## src/rtl/isq_pkg.sv

```systemverilog
package isq_pkg;
  typedef struct packed {
    logic doEntry;
    logic doReturn;
    logic setDis;
    logic clrDis;
    logic setSup;
    logic clrSup;
  } isqStrobe_t;
endpackage

```

## src/rtl/isq_ctrl.sv

```systemverilog
module isq_ctrl
  import isq_pkg::*;
#(
  parameter int NUM_LEVELS = 10,
  parameter int LVL_W = 4
) (
  input  logic [NUM_LEVELS-1:0] latched,
  input  logic [NUM_LEVELS-1:0] pending,
  input  logic                  intDisable,
  input  logic                  retReq,
  input  logic                  privCfg,
  input  logic                  gieReq,
  input  logic                  gidReq,
  output isqStrobe_t            strobe,
  output logic [NUM_LEVELS-1:0] entryMask,
  output logic [NUM_LEVELS-1:0] retMask,
  output logic [LVL_W-1:0]      entryLevel
);
  logic canEnter;

  // Isolate the lowest set bit of each vector.
  assign entryMask = latched & (~latched + NUM_LEVELS'(1));
  assign retMask   = pending & (~pending + NUM_LEVELS'(1));

  always_comb begin
    entryLevel = '0;
    for (int i = NUM_LEVELS - 1; i >= 0; i--) begin
      if (latched[i]) entryLevel = LVL_W'(i);
    end
  end

  assign canEnter = !intDisable && (latched != '0);

  always_comb begin
    strobe = '0;
    if (retReq) begin
      strobe.doReturn = 1'b1;
      strobe.clrDis   = 1'b1;
      strobe.clrSup   = 1'b1;
    end else if (canEnter) begin
      strobe.doEntry = 1'b1;
      strobe.setDis  = 1'b1;
      strobe.setSup  = privCfg;
    end else if (gidReq) begin
      strobe.setDis = 1'b1;
    end else if (gieReq) begin
      strobe.clrDis = 1'b1;
    end
  end
endmodule

```

## src/rtl/isq_dpath.sv

```systemverilog
module isq_dpath
  import isq_pkg::*;
#(
  parameter int NUM_LEVELS = 10,
  parameter int PC_W = 32,
  parameter int VEC_BYTES = 4,
  parameter int LVL_W = 4
) (
  input  logic                  clk,
  input  logic                  rstN,
  input  isqStrobe_t            strobe,
  input  logic [NUM_LEVELS-1:0] entryMask,
  input  logic [NUM_LEVELS-1:0] retMask,
  input  logic [LVL_W-1:0]      entryLevel,
  input  logic [NUM_LEVELS-1:0] irqReq,
  input  logic [PC_W-1:0]       curPc,
  output logic [NUM_LEVELS-1:0] latched,
  output logic [NUM_LEVELS-1:0] pending,
  output logic [PC_W-1:0]       retAddr,
  output logic                  intDisable,
  output logic                  supervisor,
  output logic [PC_W-1:0]       pcNext,
  output logic                  pcLoad
);
  logic [NUM_LEVELS-1:0] latClr;
  logic [NUM_LEVELS-1:0] pendSet;
  logic [NUM_LEVELS-1:0] pendClr;
  logic [PC_W-1:0]       vecAddr;

  assign latClr  = strobe.doEntry  ? entryMask : '0;
  assign pendSet = strobe.doEntry  ? entryMask : '0;
  assign pendClr = strobe.doReturn ? retMask   : '0;
  assign vecAddr = PC_W'(entryLevel) * PC_W'(VEC_BYTES);

  always_ff @(posedge clk) begin
    if (!rstN) begin
      latched    <= '0;
      pending    <= '0;
      retAddr    <= '0;
      intDisable <= 1'b1;
      supervisor <= 1'b0;
      pcNext     <= '0;
      pcLoad     <= 1'b0;
    end else begin
      // New requests are ORed in after the clear, so neither update is lost.
      latched <= (latched & ~latClr) | irqReq;
      pending <= (pending & ~pendClr) | pendSet;
      if (strobe.doEntry) retAddr <= curPc;
      if (strobe.setDis)      intDisable <= 1'b1;
      else if (strobe.clrDis) intDisable <= 1'b0;
      if (strobe.clrSup)      supervisor <= 1'b0;
      else if (strobe.setSup) supervisor <= 1'b1;
      pcLoad <= strobe.doEntry | strobe.doReturn;
      if (strobe.doReturn)     pcNext <= retAddr;
      else if (strobe.doEntry) pcNext <= vecAddr;
    end
  end
endmodule

```

## src/rtl/isq_top.sv

```systemverilog
module isq_top
  import isq_pkg::*;
#(
  parameter int NUM_LEVELS = 10,
  parameter int PC_W = 32,
  parameter int VEC_BYTES = 4
) (
  input  logic                  clk,
  input  logic                  rstN,
  input  logic [NUM_LEVELS-1:0] irqReq,
  input  logic [PC_W-1:0]       curPc,
  input  logic                  retReq,
  input  logic                  privCfg,
  input  logic                  gieReq,
  input  logic                  gidReq,
  output logic [PC_W-1:0]       pcNext,
  output logic                  pcLoad,
  output logic [NUM_LEVELS-1:0] latched,
  output logic [NUM_LEVELS-1:0] pending,
  output logic [PC_W-1:0]       retAddr,
  output logic                  intDisable,
  output logic                  supervisor
);
  localparam int LVL_W = (NUM_LEVELS > 1) ? $clog2(NUM_LEVELS) : 1;

  isqStrobe_t            strobe;
  logic [NUM_LEVELS-1:0] entryMask;
  logic [NUM_LEVELS-1:0] retMask;
  logic [LVL_W-1:0]      entryLevel;

  isq_ctrl #(.NUM_LEVELS(NUM_LEVELS), .LVL_W(LVL_W)) u_ctrl (
    .latched(latched), .pending(pending), .intDisable(intDisable),
    .retReq(retReq), .privCfg(privCfg), .gieReq(gieReq), .gidReq(gidReq),
    .strobe(strobe), .entryMask(entryMask), .retMask(retMask),
    .entryLevel(entryLevel)
  );

  isq_dpath #(.NUM_LEVELS(NUM_LEVELS), .PC_W(PC_W), .VEC_BYTES(VEC_BYTES),
              .LVL_W(LVL_W)) u_dpath (
    .clk(clk), .rstN(rstN), .strobe(strobe), .entryMask(entryMask),
    .retMask(retMask), .entryLevel(entryLevel), .irqReq(irqReq),
    .curPc(curPc), .latched(latched), .pending(pending), .retAddr(retAddr),
    .intDisable(intDisable), .supervisor(supervisor), .pcNext(pcNext),
    .pcLoad(pcLoad)
  );
endmodule

```

## config.mk

```make
export PLATFORM = sky130hd
export DESIGN_NAME = isq_top
export DESIGN_NICKNAME = d
export VERILOG_FILES = /design/src/rtl/isq_pkg.sv /design/src/rtl/isq_ctrl.sv /design/src/rtl/isq_dpath.sv /design/src/rtl/isq_top.sv
export SDC_FILE = /design/constraint.sdc
export NUM_CORES = 1
export LEC_CHECK = 0
export CAP_MARGIN = 20
export CORE_ASPECT_RATIO = 1.5
export CORE_MARGIN = 1.5
export CORE_UTILIZATION = 30
export DETAILED_ROUTE_END_ITERATION = 16
export MAX_ROUTING_LAYER = met4
export PLACE_DENSITY_LB_ADDON = 0.3
export SLEW_MARGIN = 20
export SYNTH_ARGS = -nofsm -noshare
export SYNTH_HDL_FRONTEND = slang
export SYNTH_SLANG_ARGS = --single-unit
export TNS_END_PERCENT = 30
```

## constraint.sdc

```tcl
create_clock -name clk -period 3.48 [get_ports clk]
set_input_delay 0.696 -clock clk [delete_from_list [all_inputs] [get_ports clk]]
set_output_delay 0.696 -clock clk [all_outputs]
set_load 0.03 [all_outputs]
```

## Word-level counts from Yosys, hierarchy flattened

Index checks and enable logic that the tools add are counted.

- Output and inout port bits: 87
- Logic and storage cells: 53
- Flip-flop bits (word level): 87
- Input port bits: 48

- Reductions and logical operators: 6
- Bitwise gates (word level): 12
- $add $sub $neg: 2
- Muxes and demuxes: 26

Operators by type and width:

| operator | number |
|---|---|
| $mux W32 | 2 |
| $and A10 B10 Y10 | 4 |
| $mux W4 | 10 |
| $not A10 Y10 | 4 |
| $add A10 B1 Y10 const B | 2 |
| $mux W10 | 2 |
| $or A10 B10 Y10 | 2 |
| $mux W1 | 12 |
| $reduce_bool A10 Y1 | 1 |
| $reduce_or A2 Y1 | 2 |
| $reduce_bool A2 Y1 | 1 |
| $logic_and A1 B1 Y1 | 1 |
| $logic_not A1 Y1 | 1 |
| $not A1 Y1 | 1 |
| $or A1 B1 Y1 | 1 |

## Longest topological paths before layout

- Depth after elaboration: 12
- Gate-level depth with buffers: 6
- Mapped depth without buffers: 4

## Modules after synthesis

Synthesis repeated with hierarchy kept, for this count alone.

- Cell total of the unflattened synthesis: 380
- Area, all modules: 3900.0 µm²

By module, submodules not included:

| module | cells each | area an instance (µm²) | times used | seq. area each (µm²) |
|---|---|---|---|---|
| isq_dpath | 328 | 3572.2 | 1 | 1741.7 |
| isq_ctrl | 52 | 327.8 | 1 | 0.0 |

## Worst setup path after synthesis

Ideal clock, no wire load.

- Kind: input to register
- Start: input retReq
- End: register u_dpath.pending[7]
- Required time: 3364 ps
- Slack: 1498 ps
- Data arrival time: 1865 ps
- Setup time: 116 ps
- Path buffers: 0
- Cell stages on the path: 4
- Path through: or3b_1 or3_1 o211a_1 a41o_1

- Longest elaborated chain between the ends: 5
- Elaborated cells on any way between the ends: 7
- Those cells by class: mux (4); bitwise (3)

RTL lines:

| what | line | source |
|---|---|---|
| from (decl) | isq_top.sv:12 | `input logic retReq,` |
| $mux W1 | isq_ctrl.sv:36 | `if (retReq) begin` |
| $mux W10 | isq_dpath.sv:32 | `assign pendClr = strobe.doReturn ? retMask : '0;` |
| $not A10 Y10 | isq_dpath.sv:47 | `pending <= (pending & ~pendClr) \| pendSet;` |
| $and A10 B10 Y10 | isq_dpath.sv:47 |  |
| $or A10 B10 Y10 (*) | isq_dpath.sv:47 |  |
| to (signal assigned) | isq_dpath.sv:47 |  |
| to (decl) | isq_dpath.sv:18 | `output logic [NUM_LEVELS-1:0] pending,` |

Mark *: on every way between the ends. The rest lies on a longest branch, timed or not.
A chain may end at the register's enable or synchronous reset.

## Worst setup path in the final report

- Start: register u_dpath.latched[4]
- End: output latched[4]

RTL lines:

| what | line | source |
|---|---|---|
| from (decl) | isq_dpath.sv:17 | `output logic [NUM_LEVELS-1:0] latched,` |
| from (signal assigned) | isq_dpath.sv:46 | `latched <= (latched & ~latClr) \| irqReq;` |
| to (decl) | isq_top.sv:18 | `output logic [NUM_LEVELS-1:0] latched,` |

No word-level cell between the ends.

==> impl_metrics.toml <==
[timing]
finalCritPeriodShare_pct = 66.99
fin_crit_ps = 2331
rsz0062_at_grt = "no"
fin_skew_ps = 11.38
setup_violations = 0
slew_headroom_pct = 59.63
worstMarginPinSlew_ps = 605.5
drv_slew = 0
hold_viol_final = 0
fmax_mhz = 429.0
final.setup.tns_ps = 0

[cts]
htree_num_levels = 3
cts_sinks = 87
root_buffer = "clkbuf_16"
ctsResizeCount = 0
tritoncts.num_buffers = 9
clk_pin_slew_ps = 60
post_cts_buffers = 0
cts_max_path_buffers = 2
cts_hold_buf = 0
tritoncts = "built"
clk-insertion-delay-late_ps = 330

[floorplan]
fp.dieW_um = 88.50
ioPinCount = 135
die_h_um = 131.2
core-area_um2 = 10650
start_util_pct = 30.89
dieArea_um2 = 11610
placementRows = 46

[yosys]
ys_ff_latch = 87
syn_avg_cell_area_um2 = 8.987
yosysWarningCount = 0
syn_nets = 414
seq_area_frac_synth_pct = 52.95
syn_area_um2 = 3289
muxShareOfSynthArea_pct = 8.520
synthCells = 366
synth_edf_count = 0
synth_compound_area_share_pct = 14.99
synth_area_leaders = "dfxtp_1, mux2i_1, o21ai_0"
yosysTopAreaCellShare_pct = 52.95
synth_adder_area_share_pct = 0
synthArstFlopShare_pct = 0
synth_top_cell_by_area = "dfxtp_1"
synthXorXnorAreaFrac_pct = 0
synth_flop_cell = "dfxtp_1"
synthSimpleGateAreaFrac_pct = 19.70
yosysUniqueCellTypes = 38
synth_top_family_by_area = "simple AND/OR/NAND/NOR gates"

[critical_path]
cp_num_buf_inv = 1
critPathKind = "flop to output port"
path_delay_family = "buffers and inverters"
max_stage_delay_ps = 750
cp.required_ps = 2780
worstSetupStartpointType = "flop"
arrival_ps = 1640
end_kind = "output port"
crit_fanout = 9
cp_slowest_cell = "clkdlybuf4s50_1"
cp_cell_sequence = "clkdlybuf4s50_1"

[global_route]
grt_max_degree = 68
grt_pass1_vias = 2998
grt-ovfl-total = 0
grt.total_usage_pct = 17.02
antenna_found_initial = 0
grt_pass1_wl_mm = 14.99

[place]
placed_area_um2 = 4750
place.port_buffers = 134
dp_hpwl_mm = 6.754
place.gp.congestion = 0.7886

[power]
ir_drop_mv = 0.2304
power_uw = 2270
p_leak_uw = 0.001883
power.density_nw_per_um2 = 452.6

[layout]
fin_area_um2 = 5015
syn_to_final_growth_pct = 52.45
n_fill_cell = 1021
num-nets-final = 539
diodes = 0
ff_latch_area_um2 = 1742
multi_input_area_um2 = 1433
fin_util_pct = 47.10
drive_above_1_share_pct = 4.453

[run]
maxCapViolCount = 0

[drt]
drt_pre_antenna_iters = 4
wl_per_cell_um = 14.83
wl_mm = 9.462
drc = 0
ant_nets = 0
drt_iter0_markers = 99
avgViaCountPerCell = 4.788
vias = 3055

[run_status]
status = "complete, no violations"

[min_path]
hold_class = "flop to flop"
[area by class of cell]
| type | instances | area share [%] |
|---|---|---|
| clock buffers | 13 | 5.190 |
| clock inverters | 1 | 0.09980 |
| inverters | 7 | 0.5240 |
| multi-input cells | 247 | 28.57 |
| flip-flops and latches | 87 | 34.73 |
| well taps | 144 | 3.593 |
| repair buffers | 139 | 27.30 |
[cells by family (layout without fill, tap and decap cells)]
family / Yosys count / after routing
buffers and inverters: 32 / 160
DFF: 87 / 87
and+or+nand+nor: 139 / 139
AOI/OAI and AO/OA: 80 / 80
muxes: 28 / 28
[cells in the final DEF, fill, tap and decap left out, types with 3 or more instances in the layout]
cell and instances:
mux2i_1 28, nand2b_1 3, clkbuf_16 9, a21boi_0 4, clkdlybuf4s50_1 132, a22o_1 3, inv_1 7, nand3_1 36
dfxtp_1 87, o31ai_1 4, buf_4 5, a21oi_1 9, nand2_1 44, nor2b_1 3, nor2_1 41, o21ai_1 3
o21ai_0 41
[flip-flops by register name, summed over array words and instances, names as in the netlist]
name	cells
u_dpath.pcNext	32
u_dpath.retAddr	32
u_dpath.latched	10
u_dpath.pending	10
u_dpath.intDisable	1
u_dpath.pcLoad	1
u_dpath.supervisor	1
[metrics by stage]
stage / cells / setup slack (ps) / hold WS [ps]
after floorplan: 366 / 1498 / 586.4
final: 638 / 1149 / 470.5
after detailed placement: 624 / 1021 / 457.3
after global placement: 624 / 1030 / 458.0
after CTS: 638 / 1152 / 475.4
after global routing: 638 / 1115 / 498.1
[final timing paths]
check / end / startpoint / slack [ps] / cells past startpoint
hold reg to reg: u_dpath.retAddr[13]$_SDFFE_PN0P_ / u_dpath.retAddr[13]$_SDFFE_PN0P_ / 470 / 2
setup / recovery: latched[4] / u_dpath.latched[4]$_SDFF_PN0_ / 1150 / 1
hold / removal: u_dpath.retAddr[13]$_SDFFE_PN0P_ / u_dpath.retAddr[13]$_SDFFE_PN0P_ / 470 / 2
setup reg to reg: u_dpath.pcNext[16]$_SDFFE_PN0P_ / u_dpath.latched[6]$_SDFF_PN0_ / 1540 / 5
[power breakdown]
group          switching [µW]  internal [µW]  total (µW)
Sequential               41.8           1030        1080
Combinational             182            148         331
Clock                     350            513         864
Total                     575           1700        2270
[routing by layer]
layer  GRT usage (%)  share of wire, %
met5               -                 0
met4           6.684               1.3
met3           3.078               4.0
met2           27.99                51
met1           20.25                43
[cell usage after synthesis (2+ instances only)]
| master | count |
|---|---|
| o21ai_1 | 3 |
| o31ai_1 | 4 |
| a21boi_0 | 4 |
| dfxtp_1 | 87 |
| buf_1 | 4 |
| a31oi_1 | 2 |
| or3_1 | 2 |
| mux2i_1 | 28 |
| a32o_1 | 2 |
| nand3_1 | 36 |
| nand2b_1 | 3 |
| clkbuf_1 | 16 |
| inv_1 | 7 |
| o21a_1 | 2 |
| nor2_1 | 41 |
| a22o_1 | 3 |
| buf_2 | 5 |
| o21ai_0 | 41 |
| nand2_1 | 44 |
| nor4_4 | 2 |
| a21oi_1 | 9 |
| nor2b_1 | 3 |
| nand4_1 | 2 |
| and3_1 | 2 |
Power figures use the tool's default switching activity.
